==> src/rtl/cfp_pkg.sv <==
package cfp_pkg;
  parameter int TAG_W  = 3;
  parameter int DATA_W = 16;
  // sequence width must cover about 2*STAGES+1 tokens in flight
  parameter int SEQ_W  = 5;

  typedef logic [TAG_W-1:0]  tag_t;
  typedef logic [DATA_W-1:0] word_t;
  typedef logic [SEQ_W-1:0]  seq_t;

  typedef enum logic [1:0] {
    OP_ADD = 2'd0,
    OP_SUB = 2'd1,
    OP_XOR = 2'd2,
    OP_LDI = 2'd3
  } op_e;

  typedef struct packed {
    logic  v;
    seq_t  seq;
    op_e   op;
    tag_t  dst;
    tag_t  sa;
    tag_t  sb;
    logic  ha;
    logic  hb;
    word_t va;
    word_t vb;
    logic  done;
    word_t res;
  } ins_t;

  typedef struct packed {
    logic  v;
    seq_t  seq;
    tag_t  tag;
    word_t val;
  } res_t;

  function automatic word_t alu(op_e op, word_t a, word_t b);
    word_t r;
    case (op)
      OP_ADD:  r = a + b;
      OP_SUB:  r = a - b;
      OP_XOR:  r = a ^ b;
      default: r = a;
    endcase
    return r;
  endfunction
endpackage

==> src/rtl/cfp_meet.sv <==
module cfp_meet
  import cfp_pkg::*;
(
  input  ins_t ins_i,
  input  res_t res_i,
  output ins_t ins_o,
  output res_t res_o
);
  logic hit;
  assign hit = ins_i.v && res_i.v;

  always_comb begin
    ins_o = ins_i;
    res_o = res_i;
    if (hit) begin
      if (!ins_i.ha && ins_i.sa == res_i.tag) begin
        ins_o.ha = 1'b1;
        ins_o.va = res_i.val;
      end
      if (!ins_i.hb && ins_i.sb == res_i.tag) begin
        ins_o.hb = 1'b1;
        ins_o.vb = res_i.val;
      end
      // a younger writer of the same register supersedes this result
      if (ins_i.dst == res_i.tag && ins_i.seq != res_i.seq) res_o.v = 1'b0;
    end
  end
endmodule

==> src/rtl/cfp_regfile.sv <==
module cfp_regfile
  import cfp_pkg::*;
#(
  parameter int NREG = 8
) (
  input  logic  clk_i,
  input  logic  rst_ni,
  input  logic  we_i,
  input  tag_t  wa_i,
  input  word_t wd_i,
  input  tag_t  ra_a_i,
  input  tag_t  ra_b_i,
  output word_t rd_a_o,
  output word_t rd_b_o
);
  word_t mem [NREG];

  always_ff @(posedge clk_i or negedge rst_ni) begin
    if (!rst_ni) begin
      for (int i = 0; i < NREG; i++) mem[i] <= '0;
    end else if (we_i) begin
      mem[wa_i] <= wd_i;
    end
  end

  assign rd_a_o = mem[ra_a_i];
  assign rd_b_o = mem[ra_b_i];
endmodule

==> src/rtl/cfp_pipe.sv <==
module cfp_pipe
  import cfp_pkg::*;
#(
  parameter int STAGES   = 4,
  parameter int EX_STAGE = 2
) (
  input  logic                      clk_i,
  input  logic                      rst_ni,
  input  logic                      in_valid_i,
  output logic                      in_ready_o,
  input  logic [1:0]                in_op_i,
  input  logic [cfp_pkg::TAG_W-1:0] in_dst_i,
  input  logic [cfp_pkg::TAG_W-1:0] in_src_a_i,
  input  logic [cfp_pkg::TAG_W-1:0] in_src_b_i,
  input  logic [cfp_pkg::DATA_W-1:0] in_imm_i,
  output logic                      ret_valid_o,
  output logic [cfp_pkg::TAG_W-1:0] ret_tag_o,
  output logic [cfp_pkg::DATA_W-1:0] ret_data_o
);
  localparam int LAST = STAGES - 1;
  localparam int NREG = 1 << TAG_W;

  ins_t ins_q [STAGES];
  ins_t ins_m [STAGES];
  ins_t ins_x [STAGES];
  ins_t ins_d [STAGES];
  res_t res_q [STAGES];
  res_t res_m [STAGES];
  res_t res_d [STAGES];

  logic [STAGES-1:0] ileave;
  logic [LAST-1:0]   imv;
  logic [LAST-1:0]   rmv;
  seq_t  seq_q;
  word_t rd_a, rd_b;
  ins_t  ins_new;
  logic  accept;

  function automatic ins_t run_op(ins_t t, logic go);
    ins_t r;
    r = t;
    if (go) begin
      r.done = 1'b1;
      r.res  = alu(t.op, t.va, t.vb);
    end
    return r;
  endfunction

  function automatic res_t mk_res(ins_t t);
    res_t r;
    r.v   = 1'b1;
    r.seq = t.seq;
    r.tag = t.dst;
    r.val = t.res;
    return r;
  endfunction

  assign in_ready_o = !ins_q[0].v || ileave[0];
  assign accept     = in_valid_i && in_ready_o;

  always_comb begin
    ins_new      = '0;
    ins_new.v    = 1'b1;
    ins_new.seq  = seq_q;
    ins_new.op   = op_e'(in_op_i);
    ins_new.dst  = in_dst_i;
    ins_new.sa   = in_src_a_i;
    ins_new.sb   = in_src_b_i;
    ins_new.ha   = (op_e'(in_op_i) == OP_LDI);
    ins_new.hb   = (op_e'(in_op_i) == OP_LDI);
    ins_new.va   = in_imm_i;
  end

  for (genvar k = 0; k < STAGES; k++) begin : g_st
    cfp_meet u_meet (
      .ins_i (ins_q[k]),
      .res_i (res_q[k]),
      .ins_o (ins_m[k]),
      .res_o (res_m[k])
    );

    if (k < LAST) begin : g_mid
      logic ex;
      // results never stall; a result crossing boundary k blocks the instruction there
      assign rmv[k] = res_m[k+1].v;
      assign ex = (k >= EX_STAGE) && ins_m[k].v && ins_m[k].ha && ins_m[k].hb &&
                  !ins_m[k].done && !res_m[k+1].v;
      assign ins_x[k]  = run_op(ins_m[k], ex);
      assign imv[k]    = ins_m[k].v && !rmv[k] && (!ins_q[k+1].v || ileave[k+1]);
      assign ileave[k] = imv[k];
      assign res_d[k]  = rmv[k] ? res_m[k+1] : (ex ? mk_res(ins_x[k]) : res_t'('0));
    end else begin : g_last
      ins_t filled;
      always_comb begin
        filled = ins_m[k];
        if (!ins_m[k].ha) filled.va = rd_a;
        if (!ins_m[k].hb) filled.vb = rd_b;
      end
      assign ins_x[k]  = run_op(filled, !filled.done);
      assign ileave[k] = ins_q[k].v;
      assign res_d[k]  = (ins_m[k].v && !ins_m[k].done) ? mk_res(ins_x[k]) : res_t'('0);
    end

    if (k == 0) begin : g_head
      assign ins_d[k] = accept ? ins_new : (ileave[k] ? ins_t'('0) : ins_x[k]);
    end else begin : g_body
      assign ins_d[k] = imv[k-1] ? ins_x[k-1] : (ileave[k] ? ins_t'('0) : ins_x[k]);
    end
  end

  always_ff @(posedge clk_i or negedge rst_ni) begin
    if (!rst_ni) begin
      for (int k = 0; k < STAGES; k++) begin
        ins_q[k] <= '0;
        res_q[k] <= '0;
      end
      seq_q <= '0;
    end else begin
      for (int k = 0; k < STAGES; k++) begin
        ins_q[k] <= ins_d[k];
        res_q[k] <= res_d[k];
      end
      if (accept) seq_q <= seq_q + 1'b1;
    end
  end

  cfp_regfile #(.NREG(NREG)) u_rf (
    .clk_i  (clk_i),
    .rst_ni (rst_ni),
    .we_i   (ins_q[LAST].v),
    .wa_i   (ins_q[LAST].dst),
    .wd_i   (ins_x[LAST].res),
    .ra_a_i (ins_q[LAST].sa),
    .ra_b_i (ins_q[LAST].sb),
    .rd_a_o (rd_a),
    .rd_b_o (rd_b)
  );

  assign ret_valid_o = ins_q[LAST].v;
  assign ret_tag_o   = ins_q[LAST].dst;
  assign ret_data_o  = ins_x[LAST].res;

  // checker state: retire sequence expected in acceptance order
  seq_t ret_seq_q;
  always_ff @(posedge clk_i or negedge rst_ni) begin
    if (!rst_ni)          ret_seq_q <= '0;
    else if (ret_valid_o) ret_seq_q <= ret_seq_q + 1'b1;
  end

  p_fwd_a_r3: assert property (@(posedge clk_i) disable iff (!rst_ni)
    (ins_q[LAST].v && ins_q[LAST].ha && ins_q[LAST].op != OP_LDI) |-> (ins_q[LAST].va == rd_a));

  p_fwd_b_r3: assert property (@(posedge clk_i) disable iff (!rst_ni)
    (ins_q[LAST].v && ins_q[LAST].hb && ins_q[LAST].op != OP_LDI) |-> (ins_q[LAST].vb == rd_b));

  p_early_exec_r4: assert property (@(posedge clk_i) disable iff (!rst_ni)
    (ins_q[LAST].v && ins_q[LAST].done && ins_q[LAST].op != OP_LDI) |->
      (ins_q[LAST].res == alu(ins_q[LAST].op, rd_a, rd_b)));

  p_wb_order_r7: assert property (@(posedge clk_i) disable iff (!rst_ni)
    ret_valid_o |-> (ins_q[LAST].seq == ret_seq_q));

  p_accept_r8: assert property (@(posedge clk_i) disable iff (!rst_ni)
    (in_valid_i && in_ready_o) |=> (ins_q[0].v && ins_q[0].seq == $past(seq_q)));

  p_stall_r8: assert property (@(posedge clk_i) disable iff (!rst_ni)
    (in_valid_i && !in_ready_o) |=> (seq_q == $past(seq_q)));
endmodule

==> config.mk <==
export PLATFORM = sky130hd
export DESIGN_NAME = cfp_pipe
export DESIGN_NICKNAME = d
export VERILOG_FILES = /design/src/rtl/cfp_pkg.sv /design/src/rtl/cfp_meet.sv /design/src/rtl/cfp_regfile.sv /design/src/rtl/cfp_pipe.sv
export SDC_FILE = /design/constraint.sdc
export NUM_CORES = 1
export LEC_CHECK = 0
export CAP_MARGIN = 20
export CORE_MARGIN = 2
export CORE_UTILIZATION = 35
export CTS_CLUSTER_SIZE = 25
export DETAILED_ROUTE_END_ITERATION = 7
export PLACE_DENSITY_LB_ADDON = 0.3
export SLEW_MARGIN = 10
export SYNTH_ARGS = -nofsm -noshare
export SYNTH_HDL_FRONTEND = slang
export SYNTH_SLANG_ARGS = --single-unit
==> constraint.sdc <==
create_clock -name clk_i -period 5.2 [get_ports clk_i]
set_input_delay 1.04 -clock clk_i [delete_from_list [all_inputs] [get_ports clk_i]]
set_output_delay 1.04 -clock clk_i [all_outputs]
set_load 0.02 [all_outputs]
---- Yosys cells after proc, flatten, opt, wreduce, memory -nomap -nowiden ----
Index checks and enable logic that the tools add are counted.
word-level totals
  register bits after elaboration ......... 500
  input port bits ......................... 30
  output and inout bits ................... 21
  word-level logic and storage cells ...... 211
operators by class
  add/sub/neg operators ................... 5
  $lt $le $gt $ge ......................... 4
  eq/ne operators ......................... 19
  multiplexer cells ....................... 54
  bitwise operators ....................... 5
  reductions and logical operators ........ 52
operator list
  kind                                                                    count
  68-bit 2-to-1 mux                                                       7
  16-bit 2-to-1 mux                                                       16
  34-bit 2-to-1 mux                                                       4
  128-bit bitwise mux                                                     1
  25-bit 2-to-1 mux                                                       5
  16-bit binary-select mux with 3-bit select                              2
  16-bit case mux with 3 select lines                                     2
  67-bit 2-to-1 mux                                                       1
  16-bit demux with 3-bit select                                          1
  3-bit equality test                                                     11
  16-bit adder                                                            2
  16-bit subtractor                                                       2
  16-bit XOR                                                              2
  1-bit logical AND                                                       27
  17-bit 2-to-1 mux                                                       1
  1-bit zero test                                                         16
  5-bit != test                                                           3
  1-bit 2-to-1 mux                                                        14
  4-bit greater-or-equal comparator (second input constant)               3
  3-bit NOT with 4-bit output                                             3
  2-bit nonzero test                                                      4
  2-bit equality test (second input constant)                             3
  5-bit by 1-bit adder with 5-bit output (second input constant)          1
  2-bit by 1-bit equality test with 1-bit output (second input constant)  2
  other kinds (3)                                                         6

---- Longest topological paths before layout ----
  depth in word-level cells ............... 13
  gate-level depth with buffers ........... 23
  mapped depth without buffers ............ 21

---- Cells and area by module ----
A second synthesis with hierarchy kept.
unflattened totals
  cells, all modules ...................... 2660
  area, all modules ....................... 28473.6 µm²
modules (own cells, without submodules)
  module       instances  cells each  area each (µm²)  sequential area each (µm²)
  cfp_pipe     1          1791        17264.1          9434.0
  cfp_regfile  1          393         7000.5           3203.1
  cfp_meet     4          119         1052.3           0.0

---- Least setup slack after synthesis ----
No wires, ideal clock.
  path type ............................... register to output
  start point ............................. register ins_q[52] in the netlist's numbering
  end point ............................... output ret_data_o[15] in the netlist's numbering
  arrival ................................. 4.722 ns
  required time ........................... 4.160 ns
  path slack .............................. -0.562 ns
  stages on the path, launching flop included .. 23
  buffers on the path ..................... 3
  path through ............................ dfrtp_1 -> buf_6 -> buf_12 -> buf_12 -> mux4_2 -> mux2_2 -> mux2_4 -> mux2i_4 -> nand2_1 -> nor4_2 -> and4_1 -> nor2_1 -> xor2_1 -> ha_1 -> o21a_1 -> o31a_1 -> o32ai_1 -> a211oi_1 -> nor3_1 -> nor4_1 -> o31ai_2 -> a211oi_4 -> inv_1
on the way
  cells in the longest elaborated chain, start to end .. 8
  elaborated cells between the ends (all ways) .. 15
  those cells by class .................... 2 x add/sub; 1 x eq/ne; 9 x mux; 2 x bitwise; 1 x reduce/logical
RTL lines
  item                                                                                             line                               RTL
  start: declaration                                                                               cfp_pipe.sv:23                     ins_t ins_q [STAGES];
  start signal: indexed assignment                                                                 cfp_pipe.sv:120                    ins_q[k] <= ins_d[k];
  3-bit NOT with 4-bit output (not written as such) / 3-bit equality test (equally long branches)  cfp_regfile.sv:27, cfp_meet.sv:20
  16-bit binary-select mux with 3-bit select / 1-bit logical AND (equally long branches)           cfp_regfile.sv:27, cfp_meet.sv:20
  16-bit 2-to-1 mux (not written as such) (tied with other cells)                                  cfp_regfile.sv:27                  assign rd_b_o = mem[ra_b_i];
  16-bit 2-to-1 mux (not written as such) / 34-bit 2-to-1 mux (equally long branches)              cfp_regfile.sv:27, cfp_meet.sv:15
  16-bit 2-to-1 mux (*)                                                                            cfp_pipe.sv:97                     if (!ins_m[k].hb) filled.vb = rd_b;
  16-bit subtractor (tied with other cells)                                                        cfp_pkg.sv:44                      OP_SUB: r = a - b;
  16-bit case mux with 3 select lines (*)                                                          cfp_pkg.sv:42                      case (op)
  16-bit 2-to-1 mux (*)                                                                            cfp_pipe.sv:42                     if (go) begin
  end: declaration                                                                                 cfp_pipe.sv:18                     output logic [cfp_pkg::DATA_W-1:0] ret_data_o
Mark *: on every way between the ends. The rest lies on a longest branch, timed or not. The select of a mux whose other input is x is not followed.

---- Final worst setup path ----
Same ends and word-level chain as after synthesis.

==> out/metrics.csv <==
stage;metric;value;unit
routing;wl_per_cell;20.6;um
global_routing;overflow;0;
logic_synthesis;yosysTopAreaCellShare;0.477;
timing;fin_crit_sh;1.23;
routing;drc;0;
placed_design;dp_hpwl;54900;um
timing;clock_skew;0.0473;ns
final_layout;diodes;0;
logic_synthesis;synth_compound_area_frac;0.142;
timing;hold_viol_final;0;
timing;worst_pin_slew;0.948;ns
global_routing;grt_max_degree;114;
routing;first_iter_violations;1364;
logic_synthesis;synth.area.mux_share;0.121;
final_layout;drive_above_1_share;0.262;
worst_setup_path;endpoint_kind;primary output;
logic_synthesis;syn_inst;2440;
global_routing;grt_use_total;0.219;
routing;via_count;20100;
timing;worst_slew_margin_rel;0.368;
clock_network;cts_buffer_depth;3;
worst_setup_path;cp_data_required_time;4.16;ns
logic_synthesis;ys_types;78;
floorplanning;start_util;0.355;
worst_setup_path;cp-startpoint;ins_q[52];
final_layout;final_nets;2864;
routing;ant_nets;0;
final_layout;final_common_cell;dfrtp_1;
global_routing;grt_pass1_wl;122000;um
floorplanning;core_area;68800;um^2
timing;grt_setup_unrepaired;yes;
worst_setup_path;reg2reg_from;ins_q[52];
run;maxCapViolCount;0;
logic_synthesis;synth-xor-area-share;0.0457;
logic_synthesis;syn_area;24400;um^2
logic_synthesis;yosys.area_share.adder;0.0201;
logic_synthesis;synth_top_family_by_area;simple AND/OR/NAND/NOR gates;
logic_synthesis;yosys-top-cells-area;dfrtp_1 48%, o21ai_0 6.0%, mux4_2 5.9%, mux2i_1 5.1%, nand2_1 4.9%;
timing;setup-tns-final;-11.07;ns
timing;finalSetupViolCount;15;
logic_synthesis;synth-seq-cells;466;
floorplanning;die_h;268;um
routing;vias_per_cell;5.34;
timing;worst_slack;-1.18;ns
routing;first_pass_iters;7;
logic_synthesis;yosys.area_share.simple;0.152;
clock_network;cts_sinks;466;
clock_network;holdBufCountCts;0;
placed_design;place_congestion;0.938;
floorplanning;num_rows;96;
logic_synthesis;synth-edff-count;0;
clock_network;clk_latency;0.64;ns
status;status;finished, violations left;
status;violations;negative setup slack;
floorplanning;die_w;268;um
global_routing;grt_pass1_vias;20900;
worst_setup_path;arrival;5.34;ns
clock_network;clk_pin_slew;0.06;ns
worst_setup_path;crit_fanout;6;
logic_synthesis;ys_dominant_reg_cell;dfrtp_1;
logic_synthesis;yosys_warnings;0;
clock_network;cts-root-buf;clkbuf_16;
placed_design;dp_slack;-1.06;ns
worst_setup_path;worstSetupPathType;reg -> out;
final_layout;fill_cells;6400;
final_layout;syn_to_final_growth;27.9;%
logic_synthesis;syn-num-nets;2508;
floorplanning;dieArea;71900;um^2
timing;finalMaxSlewViolations;0;
worst_setup_path;start_kind;register;
placed_design;io_buffers;50;
routing;wirelength;77500;um
logic_synthesis;syn_avg_cell_area;10.0;um^2
final_layout;mostFrequentLayoutCells;464 x dfrtp_1, 392 x buf_4, 315 x nand2_1;
clock_network;cts_tree;yes;
timing;finalCriticalPeriod;6.38;ns
logic_synthesis;ys_seq_area_frac;0.477;
timing;fmax;157;MHz
global_routing;antenna_found_initial;0;
floorplanning;pin_count;51;
clock_network;htreeDepth;2;
logic_synthesis;synthArstFlopShare;1.00;
logic_synthesis;yosysTopAreaCell;dfrtp_1;
worst_hold_path;hold_path.class;in -> async;
clock_network;cts_buffers;51;
[cell usage after synthesis, types with 10 or more instances]
cell,count
o21ai_1,12
nor3_1,20
nand3_1,55
mux2i_1,124
nor2b_1,24
inv_1,69
nand2_1,320
o31a_1,11
clkbuf_1,131
buf_2,16
xor2_1,55
nand2b_1,25
o21ai_0,292
ha_1,36
o31ai_1,25
or3_1,78
mux4_2,64
a211oi_1,27
a21oi_1,68
o21a_1,16
mux2_2,19
and2_1,64
xnor2_1,65
nor4_1,10
a21o_1,22
a31oi_1,11
o22ai_1,30
buf_1,17
dfrtp_1,466
nor2_1,139
a22o_1,12
[worst paths after layout]
check	cells past startpoint	to	slack [ns]
max	23	ret_data_o[15]	-1.18
min	1	seq_q[1]	0.47
max reg2reg	39	ins_q[10]	-1.09
min reg2reg	2	ins_q[128]	0.47
max in group asynchronous	2	u_rf.mem[115]	3.53
min in group clk_i	2	ins_q[128]	0.47
[registers in the layout, indices dropped and copies added, names as in the netlist]
| signal | flops |
|---|---|
| res_q | 95 |
| u_rf.mem | 128 |
| ret_tag_o | 3 |
| ins_q | 234 |
| seq_q | 5 |
| ret_valid_o | 1 |
[stage by stage]
step	area, um^2	hold WS [ns]	util	instances
3_3_place_gp	28300	0.466	0.412	3609
4_1_cts	30700	0.476	0.447	3748
2_1_floorplan	24500	0.438	-	2440
3_5_place_dp	28400	0.463	0.412	3611
6_report	31300	0.470	0.454	3768
5_1_grt	31300	0.519	0.454	3768
[final cells by class]
type | instances | area [um^2] | share of cell area
Clock buffer | 76 | 1480 | 0.0474
Clock inverter | 18 | 196 | 0.00628
Inverter | 69 | 262 | 0.00837
Multi-Input combinational cell | 1730 | 12500 | 0.399
Sequential cell | 466 | 11700 | 0.373
Tap cell | 931 | 1160 | 0.0373
Timing Repair Buffer | 478 | 4010 | 0.128
[worst max-delay path: stages (launching register included)]
cell and delay (ns):
dfrtp_2 0.42, buf_12 0.15, buf_12 0.11, buf_8 0.11, mux4_2 0.49, mux2_4 0.31, a22oi_2 0.18, o211a_1 0.17
nand4b_1 0.22, nor2_2 0.20, nor2_1 0.07, xor2_1 0.16, ha_1 0.34, and2_4 0.17, o31a_1 0.30, o32ai_4 0.11
a211oi_2 0.07, buf_4 0.16, nor3_4 0.17, o31a_1 0.20, o31ai_4 0.10, a211oi_4 0.30, inv_2 0.06, buf_6 0.13
[cell families after synthesis]
family                   Yosys count
AO/OA/AOI/OAI                    576
multiplexers                     210
adder cells (fa/ha/maj)           38
XOR/XNOR                         124
buffers and inverters            244
AND/OR/NAND/NOR                  782
flip-flops                       466
[timing repair]
action                                 in CTS  in global routing
pin swaps                                  52                 44
gates resized for setup                   171                 78
endpoints found under the hold margin       0                  0
setup buffers                              47                 19
setup endpoints to repair                  16                 35
[per-layer routing]
layer / track usage / up-vias / share of wire
met5: 0 / - / 0
li1: - / 9268 / -
met1: 0.288 / 10100 / 0.43
met2: 0.370 / 535 / 0.48
met3: 0.0297 / 158 / 0.053
met4: 0.0796 / 0 / 0.038
Power is not shown: default switching activity piles up to over one toggle a cycle in this logic, so the estimate is an artifact.
